`src/rtl/mpc_pkg.sv`:
```
package mpc_pkg;
    localparam int ADDR_W  = 3;
    localparam int SEL_W   = 2;
    localparam int STB_W   = 4;
    localparam int WORD_W  = 2 * ADDR_W + SEL_W + STB_W;
    localparam int N_WORDS = 1 << ADDR_W;

    // strobe bit positions
    localparam int STB_INIT  = 0;
    localparam int STB_ADD   = 1;
    localparam int STB_CLRC  = 2;
    localparam int STB_SHIFT = 3;

    typedef enum logic [ADDR_W-1:0] {
        ST_IDLE = 3'd0,
        ST_INIT = 3'd1,
        ST_MUL0 = 3'd2,
        ST_ADD  = 3'd3,
        ST_MUL1 = 3'd4
    } state_t;

    typedef enum logic [SEL_W-1:0] {
        SEL_NONE  = 2'b00,
        SEL_START = 2'b01,
        SEL_LSB   = 2'b10,
        SEL_DONE  = 2'b11
    } cond_sel_t;

    // field order fixes bit positions: 11..9 taken, 8..6 not taken, 5..4 selector, 3..0 strobes
    typedef struct packed {
        logic [ADDR_W-1:0] addr_taken;
        logic [ADDR_W-1:0] addr_fall;
        cond_sel_t         sel;
        logic [STB_W-1:0]  stb;
    } uword_t;
endpackage

```
`src/rtl/mpc_ctrl_store.sv`:
```
module mpc_ctrl_store
    import mpc_pkg::*;
(
    input  logic [ADDR_W-1:0] addr,
    output uword_t            word
);
    always_comb begin
        word = '0;
        unique case (addr)
            ST_IDLE: word = '{addr_taken: ST_INIT, addr_fall: ST_IDLE,
                              sel: SEL_START, stb: 4'b0000};
            ST_INIT: word = '{addr_taken: ST_IDLE, addr_fall: ST_MUL0,
                              sel: SEL_NONE,  stb: 4'b0101};
            ST_MUL0: word = '{addr_taken: ST_ADD,  addr_fall: ST_MUL1,
                              sel: SEL_LSB,   stb: 4'b0000};
            ST_ADD:  word = '{addr_taken: ST_IDLE, addr_fall: ST_MUL1,
                              sel: SEL_NONE,  stb: 4'b0010};
            ST_MUL1: word = '{addr_taken: ST_IDLE, addr_fall: ST_MUL0,
                              sel: SEL_DONE,  stb: 4'b1100};
            default: word = '0;
        endcase
    end
endmodule

```
`src/rtl/mpc_cond_mux.sv`:
```
module mpc_cond_mux
    import mpc_pkg::*;
(
    input  cond_sel_t sel,
    input  logic      start_req,
    input  logic      mplr_lsb,
    input  logic      count_zero,
    output logic      cond
);
    localparam int N_SRC = 1 << SEL_W;
    logic [N_SRC-1:0] src;

    assign src = {count_zero, mplr_lsb, start_req, 1'b0};
    assign cond = src[sel];
endmodule

```
`src/rtl/mpc_next_addr.sv`:
```
module mpc_next_addr
    import mpc_pkg::*;
(
    input  uword_t            word,
    input  logic              cond,
    output logic [ADDR_W-1:0] next_addr
);
    assign next_addr = cond ? word.addr_taken : word.addr_fall;
endmodule

```
`src/rtl/mpc_mul_sequencer.sv`:
```
module mpc_mul_sequencer
    import mpc_pkg::*;
(
    input  logic              clk,
    input  logic              rst,
    input  logic              start_req,
    input  logic              mplr_lsb,
    input  logic              count_zero,
    output logic [STB_W-1:0]  strobe,
    output logic [ADDR_W-1:0] ctrl_addr
);
    state_t            state_q;
    uword_t            word;
    logic              cond;
    logic [ADDR_W-1:0] next_addr;

    mpc_ctrl_store u_store (
        .addr (state_q),
        .word (word)
    );

    mpc_cond_mux u_cmux (
        .sel        (word.sel),
        .start_req  (start_req),
        .mplr_lsb   (mplr_lsb),
        .count_zero (count_zero),
        .cond       (cond)
    );

    mpc_next_addr u_next (
        .word      (word),
        .cond      (cond),
        .next_addr (next_addr)
    );

    // state register: the only clocked element
    always_ff @(posedge clk) begin
        if (rst) state_q <= ST_IDLE;
        else     state_q <= state_t'(next_addr);
    end

    // outputs come straight from the current word
    always_comb begin
        strobe    = word.stb;
        ctrl_addr = state_q;
    end
endmodule

```
`config.mk`:
```
export PLATFORM = sky130hd
export DESIGN_NAME = mpc_mul_sequencer
export DESIGN_NICKNAME = d
export VERILOG_FILES = /design/src/rtl/mpc_pkg.sv /design/src/rtl/mpc_ctrl_store.sv /design/src/rtl/mpc_cond_mux.sv /design/src/rtl/mpc_next_addr.sv /design/src/rtl/mpc_mul_sequencer.sv
export SDC_FILE = /design/constraint.sdc
export NUM_CORES = 1
export LEC_CHECK = 0
export BUFFER_PORTS_ARGS = -buffer_cell sky130_fd_sc_hd__buf_2
export CAP_MARGIN = 5
export CORE_AREA = 2 2 39 41
export DETAILED_ROUTE_END_ITERATION = 8
export DIE_AREA = 0 0 41 43
export PLACE_DENSITY_LB_ADDON = 0.1
export SYNTH_ARGS = -nofsm -noshare
export SYNTH_HDL_FRONTEND = slang
export SYNTH_SLANG_ARGS = --single-unit
export TNS_END_PERCENT = 1
```
`constraint.sdc`:
```
create_clock -name clk -period 1.72 [get_ports clk]
set_input_delay 0.086 -clock clk [delete_from_list [all_inputs] [get_ports clk]]
set_output_delay 0.086 -clock clk [all_outputs]
set_load 0.1 [all_outputs]
```
# After elaboration in Yosys (flattened, before gate mapping)
# Cells that the tools add are included.
[word_totals]
reg_bits = 3
latch_bits = 0
ramBits = 0
romBits = 0
inputBits = 5
output_inout_bits = 7
word_cells = 11
memories = 0
[classes]
add_sub_neg = 0
multipliers = 0
div_mod_pow = 0
magnitude_cmp = 1
n_eq_ne = 4
shifts = 0
n_mux = 4
bitwise_logic = 0
reduce_logical = 1
[ops]
columns = ["operator", "n"]
rows = [
  ["one-hot mux 11 bit (5 select lines)", 1],
  ["equality test 3 x 2 -> 1 bit, second input constant", 2],
  ["equality test 3 x 1 -> 1 bit, second input constant", 1],
  ["equality test 3 bit, second input constant", 1],
  ["zero test 3 bit", 1],
  ["less-than comparator 2 x 3 -> 1 bit, second input constant", 1],
  ["2-to-1 mux 3 bit", 1],
  ["binary-select mux 1 bit (select 2 bit)", 1],
  ["2-to-1 mux 1 bit", 1],
]

# Longest topological paths before layout
# Gate-level depths: netlist of the first run.
[depth]
word_depth = 5
mapped_depth = 3
mapped_depth_nobuf = 2

# Cells and area by module
# From an unflattened synthesis of the first run, not the netlist that was laid out.
[hier_totals]
hier_cells = 27
hier_area_um2 = 232.7
[by_module_without_submodules]
columns = ["mod", "instances", "cells_each", "area_each_um2"]
rows = [
  ["mpc_ctrl_store", 1, 15, 96.3],
  ["mpc_mul_sequencer", 1, 6, 78.8],
  ["mpc_next_addr", 1, 3, 33.8],
  ["mpc_cond_mux", 1, 3, 23.8],
]

# Worst setup path after synthesis of the first run
# Ideal clock, no wire load.
[synth_path]
path_type = "flip-flop to output port"
from = "register state_q[1] (netlist: ctrl_addr[1])"
to = "output port strobe[1]"
arrival_ps = 1696
slack_ps = -62
stages_incl_launch_ff = 4
cell_sequence = "dfxtp_1 -> buf_2 -> and3b_2 -> buf_4"
[synth_rtl]
columns = ["item", "line", "text"]
rows = [
  ["start: declaration", "mpc_mul_sequencer.sv:12", "state_t state_q;"],
  ["start signal: assignment", "mpc_mul_sequencer.sv:39", "else state_q <= state_t'(next_addr);"],
  ["end: declaration", "mpc_mul_sequencer.sv:9", "output logic [STB_W-1:0] strobe,"],
]

# Final worst setup path of the first run
[layout_path]
from = "register state_q[0] (netlist: ctrl_addr[0])"
to = "output port strobe[0]"
[layout_via]
elab_chain_len = 2
[layout_lines]
columns = ["item", "line", "text"]
rows = [
  ["equality test 3 bit (tied with other cells)", "mpc_ctrl_store.sv:9", "unique case (addr)"],
  ["one-hot mux 11 bit (5 select lines) *", "mpc_ctrl_store.sv:9", ""],
]
# Mark *: on every way between the ends. The rest lies on a longest branch, timed or not.

==> results.md, run 1 <==
- Area Overhead vs Synth: 33.8%
- # Post-CTS Setup Buffers: 0
- CTS resizes: 0
- Post-synthesis cell count: 21
- Syn avg cell area: 9.53 um^2
- Max transition margin: 0.678
- Fillers: 163
- Leak pwr: 0.000129 uW
- Unrepaired setup endpoints after global routing: false
- Top-count cell post-synth: buf_4
- Top_reg_cell synth: dfxtp_1
- Drt wl/cell: 8.79 um
- Synth area leaders: dfxtp_1, buf_4, nor4b_1
- Syn nets: 26
- CTS tree: done
- R2r worst-path depth: 2
- Initial DRC count: 0
- Min-Delay Path Class: input port to flop
- Total Die Area: 1760 um^2
- Initial Util: 0.145
- CP Capture Point: strobe[0]
- Final min period: about 1.5 ns
- Final Setup Violations: 0
- Non-filler cells, final: 47
- Post-route ant nets: 0
- Die Height: 43 um
- Max Buffers Root-to-Sink: 2
- Seq cells post-synth: 3
- Largest net degree at the start of global routing: 10
- Fmax: 679 MHz
- Place WS: 0.471 ns
- Largest register FFs: 3
- Total Routing Usage GR: 0.0650
- Post-synth cell types: 15
- Initial antenna violation count: 0
- Number of flops mapped to enable cells by yosys: 0
- Final Util: 0.193
- Worst-path clk slew: 0.04 ns
- Die span in x: around 41 um
- Pwr Density: around 1200 nW/um^2
- Layout cell share with drive strength beyond 1: 0.548
- Post-DR vias/cell: 3.70
- Clock sink total: 3
- Post-synthesis sequential area ratio: 0.300
- Clk root buf: clkbuf_4
- Mapped Area: 200 um^2
- Synth cell count leaders: buf_4, dfxtp_1, nor4b_1
- Number of global-route vias before repair: 165
- I/O Buffers: 11
- CP required: 1.63 ns
- Period utilization: 0.856
- Final worst slack: 0.248 ns
- Reg2Reg Setup Slack: about 0.75 ns
- Reg2Reg Capture Point: ctrl_addr[1]$_SDFF_PP0_
- Setup TNS: 0 ns
- Asr flop ratio synth: 0
- Yosys warnings: 0
- Worst hold path depth: 2
- # DRC: 0
- Nets: 37
- Core ar.: 1380 um^2
- Slew @ Worst Pin: between 0.4 and 0.5 ns
- Fin. Hold Viols: 0
- Ant. Diodes: 0
- VDD IR max: 187 uV
- Grt ovf: 0
- Crit path kind: flop to primary output
- Clock Skew: 0.00251 ns
- DRT Pass-1 Iters: 1
- R2R Path Start: ctrl_addr[0]$_SDFF_PP0_
- MaxCap Viol Count: 0
- Final-report max-slew violation count: 0
- Clk_lat worst skew: 0.23 ns
- Setup crit end kind: primary output
- Total power: 311 uW
- Core Rows: 14
- Vias: 174
- Hold-fix buffers at CTS: 0
- Cts bufs inserted: 3
- Synth area leader: dfxtp_1
- CP Launch Point: ctrl_addr[0]$_SDFF_PP0_
- Worst path arrival time: ~1.4 ns
- IO Count: 12
- Worst setup SP type: flop
- Post-Place Cells: 43
- Status: finished, final reports clean
- GP Congestion: between 0.6 and 0.7
- Top-area cell type share of the netlist area: 0.300
- First-pass GRT wire length: 634 um
- Total wire length: 413 um
- Htree depth: 1
- Crit Path Max Fanout: 9
## where the power goes
group | total (uW) | internal, uW | switching, uW
Clock | 121 | 86.8 | 34.0
Sequential | 84.7 | 74.9 | 9.83
Combinational | 106 | 20.4 | 85.4
## area by class of cell
cell class / count / area (um^2) / area share
Timing Repair Buffer: 11 / 55.1 / 0.206
Sequential cell: 3 / 61.3 / 0.229
Inverter: 1 / 3.75 / 0.0140
Multi-Input combinational cell: 12 / 101 / 0.379
Tap cell: 16 / 20.0 / 0.0748
Clock buffer: 4 / 26.3 / 0.0981
## metrics by stage
stage	cell area (um^2)	hold slack, ns
floorplan	201	0.163
global placement	241	0.304
detailed placement	241	0.302
CTS	268	0.0565
global route	268	0.0571
finish	268	0.0585
## layer usage
layer / GRT usage / up-vias / routed length (um) / part of all wire
li1: - / 91 / - / -
met1: 0.0603 / 73 / 172 / 0.42
met2: 0.0688 / 8 / 184 / 0.45
met3: 0.0314 / 2 / 36 / 0.087
met4: 0.120 / 0 / 20 / 0.048
met5: 0 / - / 0 / 0
## worst min-delay path by stage
stage,endpoint,start,slack [ns]
after detailed placement,ctrl_addr[2]$_SDFF_PP0_,rst,0.30
after global routing,ctrl_addr[0]$_SDFF_PP0_,rst,0.06
after floorplan,ctrl_addr[0]$_SDFF_PP0_,rst,0.16
after global placement,ctrl_addr[0]$_SDFF_PP0_,rst,0.30
final,ctrl_addr[0]$_SDFF_PP0_,rst,0.06
after CTS,ctrl_addr[0]$_SDFF_PP0_,rst,0.06
## kinds of logic (layout without fill, tap and decap cells)
family / Yosys count / after routing / synth area share
AND/OR/NAND/NOR: 9 / 9 / 0.369
buffers and inverters: 6 / 16 / 0.194
flip-flops: 3 / 3 / 0.300
AO/OA/AOI/OAI: 1 / 1 / 0.0438
XOR/XNOR: 1 / 1 / 0.0438
multiplexers: 1 / 1 / 0.0500
## critical path, cell delays in order (launching register included)
cell and delay [ns]:
dfxtp_1 0.47, nor3b_2 0.23, buf_2 0.45
## layout by cell type (no fill, tap or decap), types with 2 or more instances in the layout
master,n
dfxtp_1,2
buf_2,11
clkbuf_4,3
nor4b_1,2
(Power assumes the default switching activity.)
==> run 2: changes to the inputs <==
Settings changed: BUFFER_PORTS_ARGS -buffer_cell sky130_fd_sc_hd__buf_2 to -buffer_cell sky130_fd_sc_hd__buf_4.
==> run 2 against run 1 <==
- cell count is the same
- setup slack gained 0.080 ns
- die area is the same
- clock skew shrank 0.0014 ns
- critical path type unchanged
- wire length grew 19%
- non-clock buffer count is the same
- critical endpoint unchanged
- global-route usage grew 0.91 points
- largest power group unchanged
==> results.md, run 2 (synthesized netlist as in run 1, its figures left out) <==
- Status: finished, final reports clean
- Total Routing Usage GR: 0.0741 (+0.00915)
- Unrepaired setup endpoints after global routing: false
- Largest net degree at the start of global routing: 10 (unchanged)
- Total Die Area: 1760 um^2 (unchanged)
- Clock Skew: 0.00109 ns (-0.00142 ns)
- Drt wl/cell: 10.4 um (+19%)
- Min-Delay Path Class: input port to flop
- Setup crit end kind: primary output
- Final Setup Violations: 0 (unchanged)
- Worst hold path depth: 2 (unchanged)
- Number of global-route vias before repair: 185 (+12%)
- Crit path kind: flop to primary output
- Final min period: 1.39 ns (-0.0803 ns)
- Initial DRC count: 2 (+2)
- Reg2Reg Setup Slack: 0.71 ns (-0.04 ns)
- Layout cell share with drive strength beyond 1: 0.548 (unchanged)
- Post-route cell area: 295 um^2 (+10%)
- Ant. Diodes: 0 (unchanged)
- Core Rows: 14 (unchanged)
- Hold-fix buffers at CTS: 0 (unchanged)
- Initial Util: 0.145 (unchanged)
- Post-DR vias/cell: 4.02 (+8.6%)
- Post-route ant nets: 0 (unchanged)
- Leak pwr: 0.000132 uW (+3.1%)
- R2R Path Start: ctrl_addr[0]$_SDFF_PP0_
- Crit Path Max Fanout: 9 (unchanged)
- Pwr Density: 1110 nW/um^2 (-4.9%)
- HPWL after detailed placement: 355 um
- Htree depth: 1 (unchanged)
- CTS tree: done
- Grt ovf: 0 (unchanged)
- CP required: 1.63 ns (about the same)
- Final-report max-slew violation count: 0 (unchanged)
- Vias: 189 (+8.6%)
- Fmax: 718 MHz (+5.8%)
- Nets: 37 (unchanged)
- Placement Cell Area: 269 um^2 (+11%)
- Min-delay src: rst
- VDD IR max: 310 uV (+65%)
- Die span in x: 41 um (unchanged)
- Fin. Hold Viols: 0 (unchanged)
- Clock sink total: 3 (unchanged)
- Max Buffers Root-to-Sink: 2 (unchanged)
- Slew @ Worst Pin: 0.297 ns (-0.190 ns)
- Worst path arrival time: 1.31 ns (-0.08 ns)
- MaxCap Viol Count: 0 (unchanged)
- I/O Buffers: 11 (unchanged)
- First-pass GRT wire length: 793 um (+25%)
- Commonest non-fill, non-tap cell in the layout: buf_4
- R2r worst-path depth: 2 (unchanged)
- Max transition margin: 0.802 (+0.124)
- Reg2Reg Capture Point: ctrl_addr[1]$_SDFF_PP0_
- CTS resizes: 0 (unchanged)
- Total power: 326 uW (+4.9%)
- Worst setup SP type: flop
- # Post-CTS Setup Buffers: 0 (unchanged)
- IO Count: 12 (unchanged)
- Commonest non-fill, non-tap cells in the layout: buf_4, clkbuf_4, nor4b_1, dfxtp_1
- Seq. cell area: 61.3 um^2 (unchanged)
- Initial antenna violation count: 0 (unchanged)
- GP Congestion: 0.632 (+4.3%)
- Period utilization: 0.809 (-0.0467)
- # DRC: 0 (unchanged)
- Core ar.: 1380 um^2 (unchanged)
- Area Overhead vs Synth: 47.5%
- Largest register FFs: 3 (unchanged)
- Worst-path clk slew: 0.04 ns (about the same)
- Clk root buf: clkbuf_4
- Cts bufs inserted: 3 (unchanged)
- Multi-input logic area: 101 um^2 (unchanged)
- Total wire length: 490 um (+19%)
- Worst Hold End: ctrl_addr[0]$_SDFF_PP0_
- DRT Pass-1 Iters: 2 (+1)
- Fillers: 141 (-13%)
- Die Height: 43 um (unchanged)
- Clk_lat worst skew: 0.23 ns (about the same)
run 2: cell count changes in the layout (fill, tap and decap cells not counted):
cell   previous run  this run
buf_2            11         0
buf_4             0        11
run 2: area by class of cell:
type / instances / share of cell area
repair buffers: 11 / 0.280
inverters: 1 / 0.0127
clock buffers: 4 / 0.0890
flip-flops and latches: 3 / 0.208
well taps: 16 / 0.0678
multi-input cells: 12 / 0.343
run 2: worst max path at each step:
stage,start,to,slack (ns),cells after the start
floorplan,ctrl_addr[0]$_SDFF_PP0_,strobe[0],-0.06,2
global placement,ctrl_addr[2]$_SDFF_PP0_,strobe[3],0.60,2
detailed placement,ctrl_addr[0]$_SDFF_PP0_,strobe[0],0.57,2
CTS,ctrl_addr[0]$_SDFF_PP0_,strobe[0],0.32,2
global route,ctrl_addr[0]$_SDFF_PP0_,strobe[0],0.25,2
finish,ctrl_addr[0]$_SDFF_PP0_,strobe[0],0.33,2
run 2: through the flow:
step | cells | setup slack, ns | setup TNS [ns] | util | hold slack, ns
after floorplan | 21 | -0.0609 | -0.0609 | - | 0.163
after global placement | 43 | 0.604 | 0 | 0.194 | 0.279
after detailed placement | 43 | 0.572 | 0 | 0.194 | 0.277
after CTS | 47 | 0.318 | 0 | 0.213 | 0.0243
after global routing | 47 | 0.251 | 0 | 0.213 | 0.0370
final | 47 | 0.328 | 0 | 0.213 | 0.0348
run 2: metal layers:
metal	part of all wire	global-route usage	wire length [um]	up-vias
li1	-	-	-	91
met1	0.45	0.0895	221	88
met2	0.43	0.0781	213	8
met3	0.084	0.0157	41	2
met4	0.027	0.120	13	0
met5	0	0	0	-
run 2: worst max-delay path, cell delays in order (launching register included):
cell and delay [ns]:
dfxtp_1 0.48, nor3b_2 0.26, buf_4 0.32
run 2: report_power, final:
part	internal, uW	total (uW)	switching [uW]
logic	28.8	115	86.4
clock network	87.1	126	38.8
registers	74.8	85.4	10.5
total	191	326	136
